--- config.mk ---
export PLATFORM = sky130hd
export DESIGN_NAME = irq_flag_unit
export DESIGN_NICKNAME = d
export VERILOG_FILES = /design/src/rtl/irqf_pkg.sv /design/src/rtl/irqf_flag_bank.sv /design/src/rtl/irqf_mask_reg.sv /design/src/rtl/irqf_irq_combine.sv /design/src/rtl/irq_flag_unit.sv
export SDC_FILE = /design/constraint.sdc
export NUM_CORES = 1
export LEC_CHECK = 0
export CORE_ASPECT_RATIO = 2
export CORE_MARGIN = 5
export CORE_UTILIZATION = 40
export DETAILED_ROUTE_END_ITERATION = 8
export HOLD_SLACK_MARGIN = 0.05
export PLACE_DENSITY = 0.81
export SETUP_SLACK_MARGIN = 0.5
export SYNTH_ARGS = -nofsm -noshare
export SYNTH_HDL_FRONTEND = slang
export SYNTH_HIERARCHICAL = 1
export SYNTH_SLANG_ARGS = --single-unit
--- constraint.sdc ---
create_clock -name clk -period 1.25 [get_ports clk]
set_clock_uncertainty 0.05 [all_clocks]
set_input_delay 0.25 -clock clk [delete_from_list [all_inputs] [get_ports clk]]
set_output_delay 0.25 -clock clk [all_outputs]
set_load 0.01 [all_outputs]
--- src/rtl/irqf_pkg.sv ---
package irqf_pkg;

    typedef enum logic {
        SEL_FLAGS = 1'b0,
        SEL_MASK  = 1'b1
    } regsel_e;

    localparam int unsigned DEF_WIDTH  = 16;
    localparam int unsigned DEF_RX_BIT = 5;
    localparam int unsigned DEF_TX_BIT = 6;

endpackage

--- src/rtl/irqf_flag_bank.sv ---
module irqf_flag_bank #(
    parameter int unsigned W     = 16,
    parameter int unsigned RX_BIT = 5,
    parameter int unsigned TX_BIT = 6
) (
    input  logic         clk,
    input  logic         rst_n,
    input  logic         clr_en,
    input  logic [W-1:0] clr_bits,
    input  logic [W-1:0] evt,
    input  logic         rx_lvl,
    input  logic         tx_lvl,
    output logic [W-1:0] raw
);
    localparam logic [W-1:0] LVL_MASK = (W'(1) << RX_BIT) | (W'(1) << TX_BIT);

    typedef struct packed {
        logic [W-1:0] flags;
    } bank_t;

    bank_t        s_d, s_q;
    logic [W-1:0] clr_vec;
    logic [W-1:0] evt_vec;

    always_comb begin
        clr_vec    = clr_en ? (clr_bits & ~LVL_MASK) : '0;
        evt_vec    = evt & ~LVL_MASK;
        s_d        = s_q;
        // set takes priority over clear
        s_d.flags  = (s_q.flags & ~clr_vec) | evt_vec;
    end

    always_ff @(posedge clk) begin
        if (!rst_n) s_q <= '0;
        else        s_q <= s_d;
    end

    for (genvar i = 0; i < W; i++) begin : g_bit
        if (i == RX_BIT) begin : g_rx
            assign raw[i] = rx_lvl;
        end else if (i == TX_BIT) begin : g_tx
            assign raw[i] = tx_lvl;
        end else begin : g_lat
            assign raw[i] = s_q.flags[i];
        end
    end


    flag_hold_chk: assert property (@(posedge clk) disable iff (!rst_n)
        1'b1 |=> ((s_q.flags & $past(s_q.flags & ~clr_vec)) == $past(s_q.flags & ~clr_vec)));

    flag_clear_chk: assert property (@(posedge clk) disable iff (!rst_n)
        1'b1 |=> ((s_q.flags & $past(clr_vec & ~evt_vec)) == '0));

    evt_wins_chk: assert property (@(posedge clk) disable iff (!rst_n)
        1'b1 |=> ((s_q.flags & $past(evt_vec)) == $past(evt_vec)));

endmodule

--- src/rtl/irqf_mask_reg.sv ---
module irqf_mask_reg #(
    parameter int unsigned W = 16
) (
    input  logic         clk,
    input  logic         rst_n,
    input  logic         wr_en,
    input  logic [W-1:0] wdata,
    output logic [W-1:0] mask
);
    typedef struct packed {
        logic [W-1:0] mask;
    } mreg_t;

    mreg_t m_d, m_q;

    always_comb begin
        m_d = m_q;
        if (wr_en) m_d.mask = wdata;
    end

    always_ff @(posedge clk) begin
        if (!rst_n) m_q <= '{mask: '1};
        else        m_q <= m_d;
    end

    assign mask = m_q.mask;


    mask_load_chk: assert property (@(posedge clk) disable iff (!rst_n)
        wr_en |=> (mask == $past(wdata)));

    mask_keep_chk: assert property (@(posedge clk) disable iff (!rst_n)
        !wr_en |=> $stable(mask));

endmodule

--- src/rtl/irqf_irq_combine.sv ---
module irqf_irq_combine #(
    parameter int unsigned W = 16
) (
    input  logic         clk,
    input  logic         rst_n,
    input  logic [W-1:0] raw,
    input  logic [W-1:0] mask,
    output logic         irq
);
    typedef struct packed {
        logic irq;
    } irq_t;

    irq_t i_d, i_q;

    always_comb begin
        i_d     = i_q;
        i_d.irq = |(raw & ~mask);
    end

    always_ff @(posedge clk) begin
        if (!rst_n) i_q <= '0;
        else        i_q <= i_d;
    end

    assign irq = i_q.irq;


    irq_quiet_chk: assert property (@(posedge clk) disable iff (!rst_n)
        ((raw & ~mask) == '0) |=> !irq);

    irq_raise_chk: assert property (@(posedge clk) disable iff (!rst_n)
        ((raw & ~mask) != '0) |=> irq);

endmodule

--- src/rtl/irq_flag_unit.sv ---
module irq_flag_unit
    import irqf_pkg::*;
#(
    parameter int unsigned WIDTH  = DEF_WIDTH,
    parameter int unsigned RX_BIT = DEF_RX_BIT,
    parameter int unsigned TX_BIT = DEF_TX_BIT
) (
    input  logic             clk,
    input  logic             rst_n,
    input  logic             reg_wr,
    input  logic             reg_sel,
    input  logic [WIDTH-1:0] reg_wdata,
    output logic [WIDTH-1:0] reg_rdata,
    input  logic [WIDTH-1:0] evt_pulse,
    input  logic             rx_req_lvl,
    input  logic             tx_req_lvl,
    output logic             irq_o
);
    regsel_e          sel;
    logic             flag_wr;
    logic             mask_wr;
    logic [WIDTH-1:0] raw_flags;
    logic [WIDTH-1:0] mask_val;

    always_comb begin
        sel       = regsel_e'(reg_sel);
        flag_wr   = reg_wr && (sel == SEL_FLAGS);
        mask_wr   = reg_wr && (sel == SEL_MASK);
        reg_rdata = (sel == SEL_MASK) ? mask_val : raw_flags;
    end

    irqf_flag_bank #(.W(WIDTH), .RX_BIT(RX_BIT), .TX_BIT(TX_BIT)) u_flags (
        .clk     (clk),
        .rst_n   (rst_n),
        .clr_en  (flag_wr),
        .clr_bits(reg_wdata),
        .evt     (evt_pulse),
        .rx_lvl  (rx_req_lvl),
        .tx_lvl  (tx_req_lvl),
        .raw     (raw_flags)
    );

    irqf_mask_reg #(.W(WIDTH)) u_mask (
        .clk   (clk),
        .rst_n (rst_n),
        .wr_en (mask_wr),
        .wdata (reg_wdata),
        .mask  (mask_val)
    );

    irqf_irq_combine #(.W(WIDTH)) u_irq (
        .clk   (clk),
        .rst_n (rst_n),
        .raw   (raw_flags),
        .mask  (mask_val),
        .irq   (irq_o)
    );


    rx_level_chk: assert property (@(posedge clk) disable iff (!rst_n)
        (raw_flags[RX_BIT] == rx_req_lvl) && (raw_flags[TX_BIT] == tx_req_lvl));

endmodule

* After elaboration in Yosys (flattened, before gate mapping)
Index checks and enable logic that the tools add are counted.
W data, S select, Z words.
** Operators by class
- Add/sub/neg operators :: 0
- Div/mod/pow operators :: 0
- Bitwise logic cells :: 6
- Equal/unequal tests :: 0
- Shift-type cells :: 0
- Reduce and logical (&&, ||, !) cells :: 3
- $mul :: 0
- Mux-type cells :: 2
- Magnitude comparators :: 0
** Operators with widths (count)
- $and A16 B16 Y16 :: 2
- $mux W16 :: 2
- $not A16 Y16 :: 2
- $or A16 B16 Y16 :: 1
- $reduce_or A16 Y1 :: 1
- $logic_and A1 B1 Y1 :: 2
- $not A1 Y1 :: 1
** Storage, ports and cells
- Word-level logic and storage cells :: 14
- Bits in registers :: 33
- Latch bits :: 0
- RAM bits :: 0
- Bits in read-only memories :: 0
- Memories :: 0
- Input bits :: 38

* Depth between registers and ports, before layout
Gate-level depths: netlist of the first run.
- Depth after elaboration :: 6
- Gate-level depth with buffers :: 7

* Modules after synthesis
The synthesis of the first run kept the hierarchy.
** Modules (own cells, without submodules)
- irqf_flag_bank :: area each 586.8 um^2, cells each 60, instances 1
- irqf_mask_reg :: area each 580.6 um^2, cells each 52, instances 1
- irq_flag_unit :: area each 257.7 um^2, cells each 20, instances 1
- irqf_irq_combine :: area each 153.9 um^2, cells each 27, instances 1

* Worst setup path before layout of the first run
OpenSTA, ideal clock, no wires.
- Kind :: input-to-reg
- Start point :: in reg_sel
- End point :: reg u_mask.m_q (netlist bit u_mask/mask[10])
- Buffers on the path :: 4
- Cell stages on the path :: 7
- Arrival time :: 1134 ps
- Setup slack :: -53 ps
- Required time :: 1081 ps
- Cells stage by stage :: buf_6 buf_12 and2_2 buf_6 buf_12 mux2i_1 nand2_1
** Between the ends
- Longest elaborated chain between the ends :: 1
** RTL lines
- start: declaration :: RTL line irq_flag_unit.sv:11 : input logic reg_sel,
- $logic_and A1 B1 Y1 :: RTL line irq_flag_unit.sv:28 : mask_wr = reg_wr && (sel == SEL_MASK);
- named net mask_wr :: RTL line irq_flag_unit.sv:21 : logic mask_wr;
- end signal: assignment :: RTL line irqf_mask_reg.sv:22 : if (!rst_n) m_q <= '{mask: '1};
- end signal: assignment :: RTL line irqf_mask_reg.sv:23 : else m_q <= m_d;
- end: declaration :: RTL line irqf_mask_reg.sv:14 : mreg_t m_d, m_q;
The timed path passes the listed nets, and every way through them passes these cells.
A chain may end at the register's enable or synchronous reset.

* Worst setup path in the final report of the first run
- Start point :: reg u_flags/s_q[1] (netlist bit)
- End point :: out reg_rdata[1]
** Between the ends
- Longest elaborated chain between the ends :: 1
** RTL lines
- start: declaration :: RTL line irqf_flag_bank.sv:21 : bank_t s_d, s_q;
- start signal: assignment :: RTL line irqf_flag_bank.sv:34 : if (!rst_n) s_q <= '0;
- start signal: assignment :: RTL line irqf_flag_bank.sv:35 : else s_q <= s_d;
- $mux W16 :: RTL line irq_flag_unit.sv:29 : reg_rdata = (sel == SEL_MASK) ? mask_val : raw_flags;
- end: declaration :: RTL line irq_flag_unit.sv:13 : output logic [WIDTH-1:0] reg_rdata,
No other way between the ends.

==> reports/metrics.cfg, run 1 <==
[placement]
dpl_cell_area_mm2 = 0.00236
post-dp-hpwl_mm = 3.31
dp_cells = 286
numPortBuffers = 52
gp_congestion = 0.801

[drt]
routedWlPerCell_um = 17.7
via_per_inst = 5.10
dr.pass1.iters = 4
drc_errors = 0
routed_wl_mm = 5.47
ant_nets = 0
drt_iter0_drc = 12
vias = 1575

[timing]
finalSetupViolations = 16
final_hold_viol_count = 0
rsz0062_at_grt = yes
tightest_slew_ns = 0.249
fin_crit_sh = 1.05
maxSlewViolCount = 0
fin_hold_ws_ns = 0.454
fin_crit_ns = 1.31
tns_ns = -0.652
max_freq_mhz = 765
slew_headroom = 0.833
fin_ws_ns = -0.0567

[floorplan]
rows = 32
initial_utilization = 0.411
die-area_mm2 = 0.00538
die_w_um = 54.4
coreArea_mm2 = 0.00384
io-pin-count = 55
die_h_um = 98.9

[synthesis]
yosysMostFrequentCell = dfxtp_1
postSynthAreaPerCell_um2 = 9.93
synth_async_sr_flop_share = 0
ys_types = 21
yosysTopAreaCellShare = 0.393
netlist_instances = 159
synth.net_count = 197
ys_seq_area_frac = 0.393
synth_area_leader_cell = dfxtp_1
synth_edf_count = 0
synth_area_mm2 = 0.00158
yosys-top-cells-count = dfxtp_1 (31), inv_1 (28), mux2i_1 (16), nand2_1 (16), o21ai_1 (14)
yosys_warnings = 6
synth-main-ff-cell = dfxtp_1
synth.ff_latch_count = 31
netlist_top_cells_area = dfxtp_1 (39%), mux2i_1 (10%), a31oi_2 (7.9%), mux2_4 (7.6%), inv_1 (6.7%)

[clock_network]
clk_pin_slew_ns = 0.07
htreeDepth = 2
clock_path_buffers = 2
tritoncts = done
clock_latency_ns = 0.29
hold_buffers = 0
clockRootBuffer = clkbuf_8
cts_buffers = 5
cts.sinks = 31

[critical_path]
cp.arrival_ns = 1.01
cp-end-kind = primary output
slowest_delay_ns = 0.33
crit_fanout = 2
critPathKind = reg -> out
crit_chain = mux2_4, buf_6
worst_path_max_delay_cell = dfxtp_2
crit_path_start = u_flags/s_q[1]$_SDFF_PN0_
cp.required_ns = 0.95
crit_path_start_kind = register
worstReg2RegStart = u_flags/s_q[11]$_SDFF_PN0_

[power]
cellPowerDensity_mw_per_mm2 = 925
ir_drop_uv = 756
p_leak_nw = 1.32

[global_route]
grt_max_degree = 17
grt_pass1_vias = 1738
antenna_found_initial = 0
gr-total-overflow = 0
track_usage = 0.228
grt_pass1_wl_mm = 8.71

[outcome]
outcome = finished, violations left
violations = negative setup slack

[cells_and_area]
stdcell_count = 309
stdcell_area_mm2 = 0.00302
fin_nets = 295
postLayoutCoreUtil = 0.786
drive_gt1_frac = 0.554
synthToLayoutAreaGrowth_pct = 91.4
antennaDiodeCount = 0

[hold_path]
worstHoldStart = u_mask/mask[4]$_SDFFE_PN1P_
min_path_type = reg -> reg

[run]
maxCapViolations = 0

==> registers in the layout, indices dropped and copies added, names as in the netlist <==
signal / flops
u_flags/s_q: 14
u_irq/irq: 1
u_mask/mask: 16
==> logic make-up (layout without fill, tap and decap cells) <==
family                 count (synthesis)  after routing  synth area share
flip-flops                            31             31             0.393
buffers and inverters                 38            137             0.133
multiplexers                          32             32             0.235
AND/OR/NAND/NOR                       22             22            0.0634
AO/OA/AOI/OAI                         36             36             0.176
==> per-layer routing <==
| metal | wire, um | part of all wire | global-route usage |
|---|---|---|---|
| met1 | 1930 | 0.35 | 0.230 |
| met2 | 3030 | 0.55 | 0.398 |
| met3 | 232 | 0.042 | 0.0484 |
| met4 | 280 | 0.051 | 0.138 |
| met5 | 0 | 0 | 0 |
==> report_power, final <==
group	leakage, nW	internal [W]	switching (W)
Combinational	1.02	0.000554	0.000358
Sequential	0.256	0.00106	0.0000393
Clock	0.0412	0.000389	0.000392
==> worst paths after layout <==
check                                      to  slack, ns  cells past startpoint
hold reg to reg   u_mask/mask[4]$_SDFFE_PN1P_       0.45                      2
hold / removal    u_mask/mask[4]$_SDFFE_PN1P_       0.45                      2
setup reg to reg         u_irq/irq$_SDFF_PN0_       0.03                      7
setup / recovery                 reg_rdata[1]      -0.06                      2
==> repair_timing <==
| item | in CTS | in global routing |
|---|---|---|
| setup endpoints to repair | 48 | 48 |
| gates resized for setup | 145 | 27 |
| pin swaps | 16 | 15 |
| setup buffers | 8 | 3 |
| cloned | 4 | 0 |
==> layout by cell type (no fill, tap or decap), drive strengths merged <==
cell / n
o2111ai: 1
bufbuf: 1
o22ai: 4
inv: 28
dfxtp: 31
nand2b: 3
a221oi: 2
mux2: 16
buf: 66
clkdlybuf4s50: 30
nor3: 1
clkinv: 1
and2b: 1
nand2: 16
mux2i: 16
clkbuf: 6
a31oi: 15
clkinvlp: 1
and2: 1
o21ai: 14
dlygate4sd2: 4
==> area by class of cell <==
cell class	instances	area, um2
fill	228	821
sequential	31	648
timing repair buffer	101	1100
clock buffer	6	72.6
clock inverter	2	12.5
multi-input combinational	90	1020
inverter	28	105
tap	51	63.8
==> metrics by stage <==
step	setup WS [ns]	total power, W
global placement	-0.816	0.00175
detailed placement	-0.852	0.00177
finish	-0.0567	0.00280
global route	-0.0879	0.00290
CTS	-0.0664	0.00273
floorplan	-0.0143	0.00140
==> worst max-delay path, delay by kind of cell (launching register included) <==
family / cells / cell delay (ns)
flip-flops: 1 / 0.33
multiplexers: 1 / 0.27
buffers and inverters: 1 / 0.12
(Power assumes the default switching activity.)
==> inputs of run 2 (changes only) <==
Settings changed: CORE_ASPECT_RATIO 2 to 0.9.
==> reports/metrics.cfg, run 2 (same netlist as run 1, synthesis figures left out) <==
[outcome]
outcome = finished, violations left
violations = negative setup slack

[power]
cellPowerDensity_mw_per_mm2 = 959
p_switching_w = 0.000779
p_leak_nw = 1.33
internal_power_w = 0.00212
seq_power_share = 0.381
ir_drop_uv = 681
p_sw_frac = 0.269
total_power_w = 0.00290
pwr-share-comb = 0.316
pwr-share-clk = 0.303

[timing]
finalSetupViolations = 16
fin_crit_ns = 1.32
tightest_slew_ns = 0.292
fin_crit_sh = 1.05
final_hold_viol_count = 0
max_freq_mhz = 760
maxSlewViolCount = 0
slew_headroom = 0.804
fin_ws_ns = -0.0656
rsz0062_at_grt = yes

[drt]
routed_wl_mm = 5.56
via_per_inst = 5.13
vias = 1544
drc_errors = 0
drt_iter0_drc = 109
routedWlPerCell_um = 18.5
dr.pass1.iters = 4
ant_nets = 0

[critical_path]
crit_path_start_kind = register
cp.arrival_ns = 1.02
cp.required_ns = 0.95
cp-end-kind = primary output
crit_fanout = 2
critPathKind = reg -> out

[floorplan]
die_w_um = 76.2
die-area_mm2 = 0.00531
rows = 21
die_h_um = 69.6
io-pin-count = 55
coreArea_mm2 = 0.00376
initial_utilization = 0.420

[clock_network]
clock_path_buffers = 2
tritoncts = done
hold_buffers = 0
clock_latency_ns = 0.29
htreeDepth = 2
cts.sinks = 31
clockRootBuffer = clkbuf_8
cts_buffers = 5
clk_pin_slew_ns = 0.07

[global_route]
use_met1 = 0.210
busiest_layer = met2
antenna_found_initial = 0
grt_max_degree = 17
gr-total-overflow = 0
grt_pass1_vias = 1682
met2_usage = 0.363
grt_pass1_wl_mm = 8.32
use_met3 = 0.0584
track_usage = 0.200

[cells_and_area]
fillers = 228
antennaDiodeCount = 0
largest_register_ff_count = 16
stdcell_count = 301
drive_gt1_frac = 0.557
fin_nets = 292
mostFrequentLayoutCell = clkdlybuf4s50_1
final_cell_mix = clkdlybuf4s50_1 (29), buf_4 (28), inv_1 (26), buf_6 (24), dfxtp_2 (21)
synthToLayoutAreaGrowth_pct = 91.1

[placement]
dp_cells = 282
post-dp-hpwl_mm = 2.91
gp_congestion = 0.755
numPortBuffers = 52

[run]
maxCapViolations = 0

[hold_path]
min_path_type = in -> reg

==> run 2: final cells by class <==
cell class,instances,area (um2),area share
multi-input combinational,90,1010,0.333
tap,46,57.6,0.0191
timing repair buffer,98,1100,0.365
inverter,28,105,0.0348
sequential,31,647,0.214
clock buffer,8,100,0.0332
==> run 2: path summary, 6_finish.rpt <==
check	start	to	slack, ns	cells past startpoint
max reg2reg	u_flags/s_q[7]$_SDFF_PN0_	u_irq/irq$_SDFF_PN0_	0.13	6
max	u_flags/s_q[3]$_SDFF_PN0_	reg_rdata[3]	-0.07	2
min	evt_pulse[2]	u_flags/s_q[2]$_SDFF_PN0_	0.27	3
min reg2reg	u_mask/mask[2]$_SDFFE_PN1P_	u_mask/mask[2]$_SDFFE_PN1P_	0.52	3
==> run 2: metal layers <==
| metal | vias to the layer above | wire length [um] |
|---|---|---|
| met5 | - | 0 |
| met4 | 0 | 233 |
| met3 | 25 | 266 |
| met2 | 57 | 2880 |
| met1 | 728 | 2180 |
| li1 | 734 | - |
==> run 2: worst max-delay path, cell delays in order (launching register included) <==
cell and delay, ns:
dfxtp_1 0.32, mux2_4 0.28, buf_6 0.12
==> run 2: timing repair <==
action | 4_1_cts | 5_1_grt
pin swaps | 10 | 15
cloned | 5 | 0
endpoints found under the setup margin | 48 | 48
resized for setup | 142 | 33
setup buffers | 4 | 2
==> run 2: stage by stage <==
stage / setup TNS, ns / hold slack (ns) / setup slack (ns) / cell area (um2) / util
CTS: -0.655 / 0.485 / -0.0503 / 2890 / 0.768
global route: -1.10 / 0.299 / -0.0842 / 3020 / 0.803
finish: -0.718 / 0.267 / -0.0656 / 3020 / 0.803
global placement: -26.14 / 0.491 / -0.822 / 2370 / 0.630
floorplan: -0.143 / 0.308 / -0.0143 / 1590 / -
detailed placement: -26.85 / 0.501 / -0.833 / 2370 / 0.630
==> run 2: power groups by stage <==
stage	clock network, W	registers, W	logic [W]
3_3_place_gp	0	0.00110	0.000643
5_1_grt	0.000931	0.00111	0.000962
4_1_cts	0.000877	0.00109	0.000838
6_report	0.000878	0.00110	0.000915
2_1_floorplan	0	0.00111	0.000290
3_5_place_dp	0	0.00111	0.000654
==> inputs of run 3 (changes only) <==
Settings changed: CORE_UTILIZATION 40 to 42, CTS_BUF_LIST set to sky130_fd_sc_hd__clkbuf_2 sky130_fd_sc_hd__clkbuf_4 sky130_fd_sc_hd__clkbuf_8, PLACE_DENSITY 0.81 to 0.84.
==> reports/metrics.cfg, run 3 (same netlist as run 1, synthesis figures left out) <==
[drt]
drc_errors = 0
vias = 1505
routed_wl_mm = 5.19
drt_iter0_drc = 66
routedWlPerCell_um = 17.3
ant_nets = 0
dr.pass1.iters = 4
via_per_inst = 5.02

[cells_and_area]
antennaDiodeCount = 0
fin_nets = 291
final_cell_mix = buf_4 (32), clkdlybuf4s50_1 (30), inv_1 (27), buf_6 (20), dfxtp_2 (18)
drive_gt1_frac = 0.508
synthToLayoutAreaGrowth_pct = 85.2
fillers = 236
largest_register_ff_count = 16
mostFrequentLayoutCell = buf_4

[power]
p_leak_nw = 1.30
seq_power_share = 0.382
pwr-share-comb = 0.302
ir_drop_uv = 966
internal_power_w = 0.00211
cellPowerDensity_mw_per_mm2 = 983
p_sw_frac = 0.264
p_switching_w = 0.000760
pwr-share-clk = 0.317

[timing]
max_freq_mhz = 757
fin_crit_sh = 1.06
tightest_slew_ns = 0.249
fin_ws_ns = -0.0712
maxSlewViolCount = 0
tns_ns = -0.663
finalSetupViolations = 16
final_hold_viol_count = 0
rsz0062_at_grt = yes
fin_crit_ns = 1.32
slew_headroom = 0.833
fin_hold_ws_ns = 0.451

[floorplan]
die_h_um = 68.2
die-area_mm2 = 0.00509
initial_utilization = 0.429
die_w_um = 74.6
io-pin-count = 55
rows = 21
coreArea_mm2 = 0.00368

[clock_network]
tritoncts = done
clockRootBuffer = clkbuf_8
cts_buffers = 5
clock_latency_ns = 0.29
cts.sinks = 31
clk_pin_slew_ns = 0.07
htreeDepth = 2
clock_path_buffers = 2
hold_buffers = 0

[critical_path]
cp-end-kind = primary output
worstReg2RegStart = u_flags/s_q[3]$_SDFF_PN0_
cp.arrival_ns = 1.02
r2r_setup_slack_ns = 0.05
crit_path_start_kind = register
slowest_delay_ns = 0.34
worst_path_max_delay_cell = dfxtp_1
crit_chain = mux2_2, buf_6
r2r_cells = 6
crit_fanout = 2
critPathKind = reg -> out
r2r_end = u_irq/irq$_SDFF_PN0_
cp.required_ns = 0.95

[outcome]
outcome = finished, violations left
violations = negative setup slack

[global_route]
grt_pass1_wl_mm = 7.71
antenna_found_initial = 0
grt_pass1_vias = 1590
track_usage = 0.210
grt_max_degree = 17
gr-total-overflow = 0

[placement]
numPortBuffers = 52
gp_congestion = 0.759
post-dp-hpwl_mm = 2.83

[hold_path]
whs_endpoint = u_mask/mask[5]$_SDFFE_PN1P_
min_path_cells = 3
worstHoldStart = rst_n
min_path_type = in -> reg

[run]
maxCapViolations = 0

[run 3: cell count changes in the layout (fill, tap and decap cells not counted), moves of 3 or more]
cell,delta
buf_4,+4
buf_6,-4
dfxtp_1,+3
dfxtp_2,-3
mux2i_2,-3
o21ai_1,+6
o21ai_2,-4
[run 3: timing repair]
item,CTS,global route
endpoints found under the setup margin,48,48
gates cloned,4,0
pin swaps,6,11
gates resized for setup,128,27
setup buffers,5,1
[run 3: cell type report]
class | count | area (um2) | share of cell area
repair buffers | 97 | 1060 | 0.361
flip-flops and latches | 31 | 643 | 0.220
inverters | 28 | 108 | 0.0368
multi-input cells | 90 | 956 | 0.327
clock buffers | 8 | 104 | 0.0355
well taps | 46 | 57.6 | 0.0197
[run 3: critical path, delay by kind of cell (launching register included)]
family                 cells  cell delay (ns)
multiplexers               1             0.28
buffers and inverters      1             0.12
flip-flops                 1             0.34
[run 3: worst max-delay path by stage]
stage	startpoint	endpoint	cells past startpoint
final	u_mask/mask[0]$_SDFFE_PN1P_	reg_rdata[0]	2
after global routing	u_mask/mask[10]$_SDFFE_PN1P_	reg_rdata[10]	2
after CTS	u_flags/s_q[7]$_SDFF_PN0_	reg_rdata[7]	2
after detailed placement	reg_sel	reg_rdata[4]	4
after global placement	reg_sel	reg_rdata[3]	4
after floorplan	reg_sel	u_mask/mask[10]$_SDFFE_PN1P_	7
[run 3: layer usage]
metal / track usage / part of all wire / vias to the layer above / wire [um]
li1: - / - / 735 / -
met1: 0.224 / 0.41 / 717 / 2110
met2: 0.388 / 0.53 / 42 / 2750
met3: 0.0529 / 0.043 / 11 / 221
met4: 0.0911 / 0.020 / 0 / 104
met5: 0 / 0 / - / 0
[run 3: power by group through the flow]
stage	clock, W	sequential (W)	combinational (W)
6_report	0.000910	0.00110	0.000866
5_1_grt	0.000960	0.00111	0.000916
4_1_cts	0.000908	0.00109	0.000794
3_5_place_dp	0	0.00111	0.000654
3_3_place_gp	0	0.00110	0.000642
2_1_floorplan	0	0.00111	0.000290
[run 3: through the flow]
step | std cells | util | setup slack, ns | power [W] | area [um2]
floorplan | 159 | - | -0.0143 | 0.00140 | 1590
global placement | 282 | 0.643 | -0.819 | 0.00175 | 2370
detailed placement | 282 | 0.643 | -0.847 | 0.00176 | 2370
CTS | 299 | 0.757 | -0.0554 | 0.00279 | 2790
global route | 300 | 0.795 | -0.0853 | 0.00298 | 2920
finish | 300 | 0.795 | -0.0712 | 0.00287 | 2920
